[config.mk]
export PLATFORM = sky130hd
export DESIGN_NAME = occ_hist_bank
export DESIGN_NICKNAME = d
export VERILOG_FILES = /design/src/rtl/hist_pkg.sv /design/src/rtl/hist_prescaler.sv /design/src/rtl/hist_scaler.sv /design/src/rtl/hist_readmux.sv /design/src/rtl/occ_hist_bank.sv
export SDC_FILE = /design/constraint.sdc
export NUM_CORES = 1
export LEC_CHECK = 0
export ABC_AREA = 1
export BUFFER_PORTS_ARGS = -buffer_cell sky130_fd_sc_hd__buf_4
export CAP_MARGIN = 40
export CORE_MARGIN = 1
export CORE_UTILIZATION = 59
export DETAILED_ROUTE_END_ITERATION = 6
export PLACE_DENSITY = 0.74
export SLEW_MARGIN = 5
export SYNTH_ARGS = -nofsm -noshare
export SYNTH_HDL_FRONTEND = slang
export SYNTH_HIERARCHICAL = 1
export SYNTH_SLANG_ARGS = --single-unit
[constraint.sdc]
create_clock -name clk_i -period 1.99 [get_ports clk_i]
set_input_delay 0.0995 -clock clk_i [delete_from_list [all_inputs] [get_ports clk_i]]
set_output_delay 0.0995 -clock clk_i [all_outputs]
set_load 0.05 [all_outputs]
[src/rtl/hist_pkg.sv]
package hist_pkg;
  // counter width for a modulus, never below 1
  function automatic int unsigned mod_width(int unsigned n);
    return (n < 2) ? 1 : $clog2(n);
  endfunction
endpackage

[src/rtl/hist_prescaler.sv]
module hist_prescaler #(
  parameter int unsigned DIV = 50000
) (
  input  logic clk_i,
  input  logic rst_ni,
  output logic stb_o
);
  localparam int unsigned CW = hist_pkg::mod_width(DIV);
  localparam logic [CW-1:0] LAST = CW'(DIV - 1);

  logic [CW-1:0] cnt_q;

  always_ff @(posedge clk_i or negedge rst_ni) begin
    if (!rst_ni)            cnt_q <= '0;
    else if (cnt_q == LAST) cnt_q <= '0;
    else                    cnt_q <= cnt_q + 1'b1;
  end

  assign stb_o = (cnt_q == LAST);


  single_stb_chk: assert property (@(posedge clk_i) disable iff (!rst_ni)
    stb_o |=> !stb_o);
endmodule

[src/rtl/hist_scaler.sv]
module hist_scaler #(
  parameter int unsigned W = 16
) (
  input  logic         clk_i,
  input  logic         rst_ni,
  input  logic         clr_i,
  input  logic         inc_i,
  output logic [W-1:0] q_o
);
  localparam logic [W-1:0] MAX = '1;

  logic [W-1:0] q_q;

  always_ff @(posedge clk_i or negedge rst_ni) begin
    if (!rst_ni)                   q_q <= '0;
    else if (clr_i)                q_q <= '0;
    else if (inc_i && q_q != MAX)  q_q <= q_q + 1'b1;
  end

  assign q_o = q_q;


  sat_hold_chk: assert property (@(posedge clk_i) disable iff (!rst_ni)
    (q_q == MAX && !clr_i) |=> q_q == MAX);

  clr_zero_chk: assert property (@(posedge clk_i) disable iff (!rst_ni)
    clr_i |=> q_q == '0);

  idle_stable_chk: assert property (@(posedge clk_i) disable iff (!rst_ni)
    (!clr_i && !inc_i) |=> $stable(q_q));
endmodule

[src/rtl/hist_readmux.sv]
module hist_readmux #(
  parameter int unsigned W     = 16,
  parameter int unsigned BINS  = 17,
  parameter int unsigned IDX_W = 5
) (
  input  logic [BINS-1:0][W-1:0] bins_i,
  input  logic [IDX_W-1:0]       idx_i,
  output logic [W-1:0]           data_o
);
  always_comb begin
    data_o = '0;
    for (int b = 0; b < BINS; b++)
      if (idx_i == IDX_W'(b)) data_o = bins_i[b];
  end
endmodule

[src/rtl/occ_hist_bank.sv]
module occ_hist_bank #(
  parameter int unsigned CNT_W     = 5,
  parameter int unsigned NUM_BINS  = 17,
  parameter int unsigned SCL_W     = 16,
  parameter int unsigned DIV_RATIO = 50000
) (
  input  logic             clk_i,
  input  logic             rst_ni,
  input  logic [CNT_W-1:0] count_i,
  input  logic             ts_reset_i,
  input  logic             ts_reset_en_i,
  input  logic             force_reset_i,
  input  logic [CNT_W-1:0] rd_idx_i,
  output logic [SCL_W-1:0] rd_data_o,
  output logic             overflow_o
);
  localparam logic [CNT_W-1:0] TOP_VAL = CNT_W'(NUM_BINS - 1);

  logic                         stb;
  logic                         clr;
  logic                         ovr_hit;
  logic [NUM_BINS-1:0]          bin_en;
  logic [NUM_BINS-1:0][SCL_W-1:0] bin_q;
  logic                         ovf_q;

  assign clr = force_reset_i | (ts_reset_i & ts_reset_en_i);

  hist_prescaler #(.DIV(DIV_RATIO)) u_pre (
    .clk_i (clk_i),
    .rst_ni(rst_ni),
    .stb_o (stb)
  );

  // one-hot decode of the sampled count
  for (genvar b = 0; b < NUM_BINS; b++) begin : g_dec
    assign bin_en[b] = stb && (count_i == CNT_W'(b));
  end
  assign ovr_hit = stb && (count_i > TOP_VAL);

  for (genvar b = 0; b < NUM_BINS; b++) begin : g_bin
    hist_scaler #(.W(SCL_W)) u_scl (
      .clk_i (clk_i),
      .rst_ni(rst_ni),
      .clr_i (clr),
      .inc_i (bin_en[b]),
      .q_o   (bin_q[b])
    );
  end

  always_ff @(posedge clk_i or negedge rst_ni) begin
    if (!rst_ni)      ovf_q <= 1'b0;
    else if (clr)     ovf_q <= 1'b0;
    else if (ovr_hit) ovf_q <= 1'b1;
  end
  assign overflow_o = ovf_q;

  hist_readmux #(.W(SCL_W), .BINS(NUM_BINS), .IDX_W(CNT_W)) u_rd (
    .bins_i(bin_q),
    .idx_i (rd_idx_i),
    .data_o(rd_data_o)
  );


  dec_onehot_chk: assert property (@(posedge clk_i) disable iff (!rst_ni)
    $onehot0(bin_en) && !(ovr_hit && bin_en != '0));

  ovf_sticky_chk: assert property (@(posedge clk_i) disable iff (!rst_ni)
    (overflow_o && !clr) |=> overflow_o);

  clr_ovf_chk: assert property (@(posedge clk_i) disable iff (!rst_ni)
    clr |=> !overflow_o);

  rd_range_chk: assert property (@(posedge clk_i) disable iff (!rst_ni)
    (rd_idx_i > TOP_VAL) |-> rd_data_o == '0);
endmodule

; ---- Word-level counts from Yosys, hierarchy flattened
; Cells that the tools add are included.
[totals]
inputBits = 15
wordCells = 199
regBits = 289
[classes]
n_bitwise = 2
reduce_logical = 55
magnitude_cmp = 1
n_mux = 54
addsub = 18
n_eq_ne = 50
[op_table]
columns = cell, n
row1 = two-way mux 16 bit, 52
row2 = "adder 16 x 1 -> 16 bit, second input constant", 18
row3 = "!= test 16 bit, second input constant", 17
row4 = "== test 5 x 4 -> 1 bit, second input constant", 16
row5 = "== test 5 x 3 -> 1 bit, second input constant", 8
row6 = nonzero test 2 bit, 18
row7 = logical AND 1 bit, 35
row8 = "== test 5 x 2 -> 1 bit, second input constant", 4
row9 = "== test 16 bit, second input constant", 1
row10 = "== test 5 x 1 -> 1 bit, second input constant", 2
row11 = "== test 5 bit, second input constant", 2
row12 = zero test 5 bit, 2
row13 = "> comparator 5 bit, second input constant", 1
row14 = two-way mux 1 bit, 2
row15 = bitwise AND 1 bit, 1
row16 = bitwise OR 1 bit, 1

; ---- Longest topological paths before layout
; Gate-level depths: netlist of run 1.
[depth]
ltp_word = 18
ltp_mapped = 16
ltp_nobuf = 15

; ---- Hierarchy
; Netlist of run 1, hierarchy kept.
[modules_own_cells]
columns = mod, cells_each, n_inst, area_each_um2, seq_area_each_um2
row1 = hist_scaler, 144, 17, 1037.2, 400.4
row2 = hist_readmux, 532, 1, 2362.3, 0.0
row3 = hist_prescaler, 121, 1, 877.1, 400.4
row4 = occ_hist_bank, 40, 1, 201.4, 25.0

; ---- Least setup slack after synthesis of run 1
; No wires, ideal clock.
[synth_timing]
path_kind = reg2reg
startpoint = register u_pre.cnt_q[0]
endpoint = register g_bin[4].u_scl.q_q[2]
setup_time_ps = 66
arrival_time_ps = 2096
synth_period_minus_slack_ps = 2163
setup_slack_ps = -173
t_required_ps = 1924
stages_incl_launch_ff = 15
path_cell_list = dfrtp_1 > ha_1 > nand3_2 > nor2_1 > nand2_2 > inv_2 > inv_1 > nor2_4 > nand2_1 > nor2_1 > inv_1 > nor2_1 > buf_2 > nand4_1 > nand2_1
[synth_via]
elab_chain_cells = 4
[synth_rtl]
columns = item, line_no
row1 = "start, declared", hist_prescaler.sv:11  ; logic [CW-1:0] cnt_q;
row2 = "start signal, assigned", hist_prescaler.sv:16  ; else cnt_q <= cnt_q + 1'b1;
row3 = == test 16 bit, hist_prescaler.sv:19  ; assign stb_o = (cnt_q == LAST);
row4 = net stb, occ_hist_bank.sv:19  ; logic stb;
row5 = logical AND 1 bit, occ_hist_bank.sv:36  ; assign bin_en[b] = stb && (count_i == CNT_W'(b));
row6 = net bin_en[4], occ_hist_bank.sv:22  ; logic [NUM_BINS-1:0] bin_en;
row7 = logical AND 1 bit, hist_scaler.sv:17  ; else if (inc_i && q_q != MAX) q_q <= q_q + 1'b1;
row8 = nonzero test 2 bit (no source line), n/a
row9 = "end signal, assigned", hist_scaler.sv:17
row10 = "end, declared", hist_scaler.sv:12  ; logic [W-1:0] q_q;
; The timed path passes the listed nets, and every way through them passes these cells.
; A chain may end at the register's enable or synchronous reset.

; ---- Final worst setup path of run 1
[layout_timing]
startpoint = register g_bin[1].u_scl.q_q[12]
endpoint = output port rd_data_o[12]
[layout_via]
elab_chain_cells = 16
[layout_rtl]
columns = item, line_no
row1 = "start, declared", hist_scaler.sv:12
row2 = "start signal, assigned", hist_scaler.sv:17
row3 = two-way mux 16 bit (16 in series), hist_readmux.sv:13  ; if (idx_i == IDX_W'(b)) data_o = bins_i[b];
row4 = "end, declared", occ_hist_bank.sv:14  ; output logic [SCL_W-1:0] rd_data_o,
; No other way between the ends.

==> metrics.txt, run 1 <==
Skew-Pair Late Insertion Delay=0.54 ns; sequential area share after synthesis=between 30% and 40%; Die X=between 150 and 200 um; Util after Layout=between 70% and 80%; per-cell routed wire length=roughly 18 um; unrepaired setup endpoints after global routing=true; htree depth=2; vias in the first global route=20800; Synthesized Nets=3174; slowest CP cell=dfrtp_1; Worst path max stage delay=0.42 ns; Final Skew=0.0340 ns; Synth async-reset ratio=100%; Period minus WS final=2.77 ns; yosys warns=6; vias per inst=5.86; status=complete, but fails checks; Req. time, crit path=1.89 ns; R2R cell count=16; Die Y-Extent=around 190 um; die footprint=between 30000 and 40000 um^2; FF-to-FF setup slack=-0.25 ns; routability cong.=1.00; Buf/Inv on CP=1; Pwr per Cell Area=494 nW/um^2; Core ar.=34900 um^2; crit-path cells=nand4_1 > nand3_2 > nor2_4 > nand4_1 > nor2_2 > nand4_1 > nor2_2 > nand4_1 > nand2_1 > nand2_1 > buf_6; CP startpoint kind=flip-flop; Leak=12.9 nW; worst r2r src=u_pre/cnt_q[5]; CTS tree=built; top cells by area in the synthesized netlist=dfrtp_1 34%, nand2_1 21%, nor2_1 6.4%, nand4_1 6.2%, nand3_1 5.9%; CTS Buf Count=36; clk sinks=about 290; Max-slew headroom=60.1%; CP Capture Type=primary output; placed cell area=23200 um^2; Max-Cap Viols=0; top cells by count, synth=1194 x nand2_1, 360 x nor2_1, 289 x dfrtp_1; Yosys top cell area share=about a third; first-pass GRT wire length=108000 um; CTS root buffer=clkbuf_16; pin count of the biggest net entering global routing=81; worst vdd ir=687 uV; initial antenna violation count=0; Most common cell on crit path=nand4_1; fmax=~0.36 GHz; mapped cell area=21100 um^2; most frequent cell after synthesis=nand2_1; drt total wl=69600 um; Final Hold Fails=0; period utilization=139%; area leader, netlist=dfrtp_1; Placed Instances=3768; failing checks=negative setup slack; diodes inserted=0; FF+latch count, synth=289; Bufs on Longest Clock Path=3; Power Total=0.0131 W; reg-to-reg endpoint=g_bin[9].u_scl/q_o[10]; Main synth FF type=dfrtp_1; Yosys cell types=36; vias=22800; Detailed Routing Iterations Pass 1=7; Layout area overhead=26.4%; share of cells above drive strength 1=a little over a quarter; port bufs=31; crit-path max FO=2; CP delay by family, top=simple AND/OR/NAND/NOR gates; Finished Layout Cells=3890; drt drc=0; I/O pins=32; Synth Instances=3141; DP HPWL=48100 um; Row Count=68; Congestion Overflow GR=0; Detail Route Antenna Nets=0; # setup viols final=268; Slew @ Worst Pin=0.598 ns; pre-CTS setup slack=-0.377 ns; Final nets=between 3000 and 4000; critical path class=reg -> out; Total GRT Usage=37.1%; worst hold-check path type=in -> async; syn avg cell area=6.71 um^2; fin area=26600 um^2; EDFF count, synth=0; Final Max Tran Viols=0; clock-pin slew on the worst setup and hold paths=0.06 ns; min setup slack post-route=-0.778 ns; DRT iter0 DRCs=2142; Starting Density=between 60% and 70%; crit path DAT=2.67 ns
-- per-layer routing --
layer	vias to the layer above	share of wire, %	global-route usage (%)
met4	0	4.2	14.4
met1	10800	40	50.2
met5	-	0	0
li1	10600	-	-
met2	1228	46	58.9
met3	205	9.8	6.70
-- worst max-delay path by stage --
| stage | startpoint | end | cells past startpoint |
|---|---|---|---|
| 6_report | g_bin[1].u_scl/q_o[12] | rd_data_o[12] | 11 |
| 5_1_grt | g_bin[1].u_scl/q_o[12] | rd_data_o[12] | 11 |
| 4_1_cts | g_bin[2].u_scl/q_o[9] | rd_data_o[9] | 11 |
| 3_5_place_dp | rd_idx_i[1] | rd_data_o[9] | 15 |
| 3_3_place_gp | rd_idx_i[1] | rd_data_o[12] | 15 |
| 2_1_floorplan | u_pre/cnt_q[0] | g_bin[0].u_scl/q_o[2] | 14 |
-- registers in the layout (all words and copies together) (netlist names) --
name	count
u_pre/cnt_q	16
g_bin.u_scl/q_o	272
overflow_o	1
-- cell type report --
| class | instances | area (um^2) |
|---|---|---|
| flip-flops and latches | 289 | 7250 |
| well taps | 455 | 569 |
| inverters | 302 | 1260 |
| multi-input cells | 2478 | 13600 |
| repair inverters | 11 | 124 |
| repair buffers | 297 | 2770 |
| clock inverters | 7 | 45.0 |
| clock buffers | 51 | 1050 |
| fillers | 2553 | 8240 |
-- metrics by stage --
step / hold slack (ns) / TNS, ns
finish: 0.111 / -42.07
global placement: 0.0514 / -23.38
floorplan: -0.196 / -6.61
global route: 0.133 / -72.89
detailed placement: 0.0575 / -34.42
CTS: 0.106 / -30.29
-- report_power, final --
part / internal [W] / switching (W)
Sequential: 0.00588 / 0.0000000000216
Clock: 0.00365 / 0.00260
Combinational: 0.000277 / 0.000748
Total: 0.00980 / 0.00335
-- layout by cell type, fill, tap and decap left out, drive strengths merged --
cell type / synthesis / layout
nand2: 1265 / 1265
nor2: 405 / 405
inv: 302 / 314
buf: 62 / 291
dfrtp: 289 / 289
nand3: 254 / 254
nand4: 209 / 209
o21ai: 88 / 88
xor2: 56 / 56
clkbuf: 10 / 55
or2: 47 / 47
a21oi: 45 / 45
xnor2: 34 / 34
o21bai: 34 / 34
nor3: 20 / 20
ha: 18 / 18
clkinv: 0 / 5
dlygate4sd3: 0 / 2
a21o: 1 / 1
clkinvlp: 0 / 1
a31oi: 1 / 1
nand3b: 1 / 1
-- cells by family (layout without fill, tap and decap cells) --
group / count (synthesis) / after routing / synth area share (%)
adder cells (fa/ha/maj): 18 / 18 / 1.07
XOR/XNOR: 90 / 90 / 3.74
flip-flops: 289 / 289 / 34.3
buffers and inverters: 374 / 668 / 8.35
AO/OA/AOI/OAI: 169 / 169 / 5.34
AND/OR/NAND/NOR: 2201 / 2201 / 47.2
-- timing repair --
| action | in CTS | in global routing |
|---|---|---|
| setup endpoints to repair | 231 | 288 |
| hold buffers | 2 | 0 |
| pin swaps | 114 | 141 |
| setup buffers | 23 | 26 |
| gates resized for setup | 302 | 284 |
| endpoints found under the hold margin | 203 | 0 |
| cloned | 17 | 2 |
-- worst register-to-register path, delay by kind of cell (launching register included) --
kind                   cells  cell delay (ns)
buffers and inverters      5             0.46
and+or+nand+nor           10             1.25
AOI/OAI and AO/OA          1             0.06
DFF                        1             0.38
Note: power is estimated with default switching activity, not from simulation.
==> run 2, diff against run 1 <==
- GPL_TIMING_DRIVEN: unset -> 0
==> run 2 against run 1 <==
The flow still finishes with violations (negative setup slack). Via count grew 1.3%. Clock skew shrank 0.0048 ns. Register-to-register slack lost 0.07 ns. Global-route usage grew 1.7 points. Die area is the same. Clock power grew 11%. Combinational power grew 26%. Final area grew 4.3%. Worst setup slack lost 0.11 ns. Largest power group unchanged.
==> metrics.txt, run 2 (synthesis gave the netlist of run 1 again) <==
crit-path max FO=5; Leak=13.4 nW; per-cell routed wire length=18.6 um; Final Max Tran Viols=0; port bufs=31; drt drc=0; fmax=0.347 GHz; htree depth=2; routability cong.=0.990; worst vdd ir=a little under 1000 uV; Row Count=68; Critical Path Source=g_bin[1].u_scl/q_o[9]; diodes inserted=0; most frequent cells in the layout=904 x nand2_1, 288 x nor2_1, 250 x nand2_2, 247 x dfrtp_1, 235 x inv_1; setup TNS=-59.80 ns; commonest non-fill, non-tap cell in the layout=nand2_1; CP startpoint kind=flip-flop; critical path class=reg -> out; vias per inst=between 5 and 6; drt total wl=72200 um; share of cells above drive strength 1=31.3%; Skew-Pair Late Insertion Delay=0.57 ns; pin count of the biggest net entering global routing=about 110; CTS root buffer=clkbuf_16; Final Hold Fails=0; Detail Route Antenna Nets=0; fillers=2337; # setup viols final=272; worst hold-check path type=in -> async; status=complete, but fails checks; worst hold margin=approximately 0.15 ns; Die Y-Extent=191 um; failing checks=negative setup slack; unrepaired setup endpoints after global routing=true; Core ar.=34900 um^2; Layout area overhead=31.9%; Req. time, crit path=between 1.5 and 2 ns; Congestion Overflow GR=0; Detailed Routing Iterations Pass 1=6; Die X=191 um; min setup slack post-route=-0.889 ns; crit path DAT=2.78 ns; Max-Cap Viols=0; initial antenna violation count=2; die footprint=about 36000 um^2; Largest register FFs=about 270; Bufs on Longest Clock Path=3; first-pass GRT wire length=approximately 110000 um; I/O pins=32; CTS tree=built; period utilization=145%; clock-pin slew on the worst setup and hold paths=about 0.060 ns; DRT iter0 DRCs=2475; Pwr per Cell Area=507 nW/um^2; CTS Buf Count=37; DP HPWL=46000 um; worst r2r src=u_pre/cnt_q[1]; Starting Density=60.4%; vias=23100; vias in the first global route=roughly 22000; Period minus WS final=2.88 ns; Slew @ Worst Pin=0.948 ns; Max-slew headroom=36.8%; Total GRT Usage=38.9%; Final nets=approximately 3400; Final Skew=0.0292 ns; clk sinks=slightly below 300; CP Capture Type=primary output
[run 2: changes by cell type in the layout (fill, tap and decap cells not counted), sizes merged]
cell and change:
bufinv +3, buf -2, clkbuf +10, inv -11
clkinvlp +1, clkinv +2
[run 2: layout make-up]
type | count | area [um^2] | share of cell area (%)
tap | 455 | 569 | 2.05
multi-input combinational | 2478 | 14300 | 51.3
sequential | 289 | 7280 | 26.2
timing repair buffer | 232 | 2490 | 8.96
buffer | 72 | 696 | 2.50
clock buffer | 52 | 1090 | 3.94
inverter | 302 | 1240 | 4.47
clock inverter | 13 | 149 | 0.536
[run 2: worst max-delay path: stages, from the launching register on]
cell and delay, ns:
dfrtp_2 0.45, nand4_1 0.12, nand3_2 0.13, nor2_4 0.20
nand4_1 0.20, nor2_1 0.18, nand4_1 0.21, nor2_2 0.20
nand4_1 0.17, nand2_1 0.15, nand2_2 0.06, buf_6 0.15
[run 2: routing by layer]
layer	part of all wire [%]	track usage, %	up-vias	routed length [um]
li1	-	-	10600	-
met1	40	51.4	11000	28600
met2	47	62.6	1218	33800
met3	8.8	5.71	285	6380
met4	4.7	18.0	4	3420
met5	0.035	0	-	25
[run 2: metrics by stage]
stage | utilization (%) | cell area, um^2 | total power (W) | setup slack, ns | cells
after floorplan | - | 21300 | 0.00647 | -0.0700 | 3141
after global placement | 63.3 | 22100 | 0.00680 | -1.84 | 3627
after detailed placement | 63.5 | 22100 | 0.00682 | -0.760 | 3629
after CTS | 75.7 | 26400 | 0.0141 | -0.766 | 3860
after global routing | 79.7 | 27800 | 0.0145 | -0.872 | 3893
final | 79.7 | 27800 | 0.0141 | -0.889 | 3893
[run 2: final timing paths]
| kind | end | slack (ns) | cells after the start |
|---|---|---|---|
| hold reg to reg | u_pre/cnt_q[5] | 0.51 | 1 |
| hold / removal | g_bin[0].u_scl/q_o[11] | 0.15 | 2 |
| max in group asynchronous | g_bin[5].u_scl/q_o[10] | 0.73 | 3 |
| setup / recovery | rd_data_o[9] | -0.89 | 11 |
| min in group clk_i | overflow_o | 0.18 | 5 |
| setup reg to reg | g_bin[11].u_scl/q_o[9] | -0.32 | 17 |
[run 2: power breakdown]
part	total, W	switching [W]	internal (W)	leakage (nW)
clock	0.00693	0.00271	0.00422	0.613
combinational	0.00129	0.000829	0.000465	8.79
sequential	0.00588	0.0000000000304	0.00588	3.96
total	0.0141	0.00354	0.0106	13.4
[run 2: timing repair]
action | CTS | global route
setup endpoints to repair | 288 | 286
resized for setup | 531 | 311
setup buffers | 133 | 37
endpoints found under the hold margin | 90 | 0
hold buffers | 2 | 0
pin swaps | 195 | 225
gates cloned | 31 | 2
==> run 3, diff against run 2 <==
- CORE_ASPECT_RATIO: unset -> 2
- CORE_UTILIZATION: 59 -> 35
- PLACE_DENSITY: 0.74 -> 0.45
- clock period: 1.99 -> 3.46 ns (I/O delays scaled with it)
==> run 3 against run 2 <==
The flow now finishes without violations. Combinational power is 60% lower. Final cell count is 3.1% higher. Die area is 68% higher. Critical path depth stayed put. Clock power is 40% lower. Sequential cell count stayed put. Critical endpoint unchanged.
==> metrics.txt, run 3 (synthesis gave the netlist of run 1 again) <==
Bufs on Longest Clock Path=3; Die X=176 um; min setup slack post-route=roughly 0.075 ns; grt peak-use layer=met2; CTS Buf Count=36; DRT iter0 DRCs=1083; unrepaired setup endpoints after global routing=false; crit path DAT=roughly 3.2 ns; crit-path max FO=5; clk sinks=289; Pwr per Cell Area=342 nW/um^2; first-pass GRT wire length=roughly 120000 um; Core ar.=59300 um^2; diodes inserted=0; # setup viols final=0; clock-pin slew on the worst setup and hold paths=0.06 ns; Congestion Overflow GR=0; Slew @ Worst Pin=0.846 ns; CTS tree=built; Hold Crit Start=count_i[2]; drt drc=0; R2R cell count=14; Largest register FFs=272; commonest non-fill, non-tap cell in the layout=nand2_1; Final nets=3249; CP Capture Type=primary output; Final Hold Fails=0; Detailed Routing Iterations Pass 1=6; FF-to-FF setup slack=0.29 ns; Final Max Tran Viols=0; CP startpoint kind=flip-flop; period utilization=between 90% and 100%; register area=7230 um^2; Skew-Pair Late Insertion Delay=roughly 0.56 ns; Row Count=126; hold path depth=5; Max-slew headroom=between 40% and 50%; CTS root buffer=clkbuf_16; Starting Density=35.6%; Layout area overhead=12.4%; initial antenna violation count=0; most frequent cells in the layout=1194 x nand2_1, 360 x nor2_1, 289 x dfrtp_1, 257 x inv_1, 249 x nand3_1; reg-to-reg endpoint=g_bin[0].u_scl/q_o[10]; grt met2 use=53.1%; die footprint=61300 um^2; per-cell routed wire length=19.5 um; Die Y-Extent=349 um; Final Skew=around 0.012 ns; port bufs=31; fillers=between 6000 and 7000; pin count of the biggest net entering global routing=104; Period minus WS final=3.39 ns; met3 usage=2.60%; Detail Route Antenna Nets=0; area taken by multi-input logic gates=12100 um^2; Leak=11.0 nW; critical path class=reg -> out; hold endpoint=overflow_o; worst r2r src=u_pre/cnt_q[0]; vias=between 20000 and 25000; vias per inst=5.18; Req. time, crit path=3.29 ns; drt total wl=78300 um; share of cells above drive strength 1=11.0%; htree depth=2; fmax=0.295 GHz; # resized after CTS=0; vias in the first global route=20700; status=finished, final reports clean; pre-CTS setup slack=roughly 0.3 ns; Total GRT Usage=roughly a quarter; routability cong.=roughly 0.96; met1 Track Usage GR=23.0%; worst hold-check path type=in -> reg; worst hold margin=0.0515 ns; Max-Cap Viols=0; DP HPWL=61900 um; worst vdd ir=between 300 and 400 uV; I/O pins=32
-- run 3: how the worst max path moves through the flow --
stage	slack, ns	startpoint	depth (start not counted)	endpoint
finish	0.07	g_bin[2].u_scl/q_o[9]	11	rd_data_o[9]
global route	0.03	u_pre/cnt_q[0]	14	g_bin[0].u_scl/q_o[7]
detailed placement	0.30	u_pre/cnt_q[0]	14	g_bin[0].u_scl/q_o[7]
CTS	0.14	g_bin[2].u_scl/q_o[9]	11	rd_data_o[9]
global placement	-0.85	rst_ni	1	g_bin[11].u_scl/q_o[8]
floorplan	1.30	u_pre/cnt_q[0]	14	g_bin[4].u_scl/q_o[2]
-- run 3: layer usage --
| metal | vias up | share of wire, % |
|---|---|---|
| met1 | 9899 | 32 |
| met3 | 185 | 3.0 |
| met5 | - | 0 |
| li1 | 10200 | - |
| met4 | 0 | 7.0 |
| met2 | 465 | 58 |
-- run 3: through the flow --
stage               cell area [um^2]  cells  power [W]  utilization (%)  setup TNS [ns]
detailed placement             22400   3944    0.00396             37.7               0
CTS                            23700   4012    0.00825             39.9               0
finish                         23700   4012    0.00809             39.9               0
global placement               22300   3940    0.00395             37.6         -314.11
floorplan                      21100   3141    0.00372                -               0
global route                   23700   4012    0.00837             39.9               0
-- run 3: power by group --
group,switching (W),internal (W)
combinational,0.000384,0.000133
clock,0.00166,0.00253
sequential,0.0000000000173,0.00338
-- run 3: what timing repair did --
item                      4_1_cts  5_1_grt
hold endpoints to repair       97        0
hold buffers                    2        0
buffers inserted                0        0
-- run 3: cell type report --
class,instances,area share (%)
plain buffers,72,2.47
clock buffers,49,4.48
clock inverters,17,0.935
inverters,302,4.97
multi-input cells,2478,51.1
flip-flops and latches,289,30.5
well taps,768,4.06
repair buffers,37,1.50
-- run 3: worst max-delay path: stages (launching register included) --
cell	delay, ns
dfrtp_1	0.49
nand4_1	0.15
nand3_1	0.08
nor2_1	0.16
nand4_1	0.25
nor2_1	0.26
nand4_1	0.17
nor2_1	0.40
nand4_1	0.27
nand2_1	0.17
nand2_1	0.07
buf_4	0.19
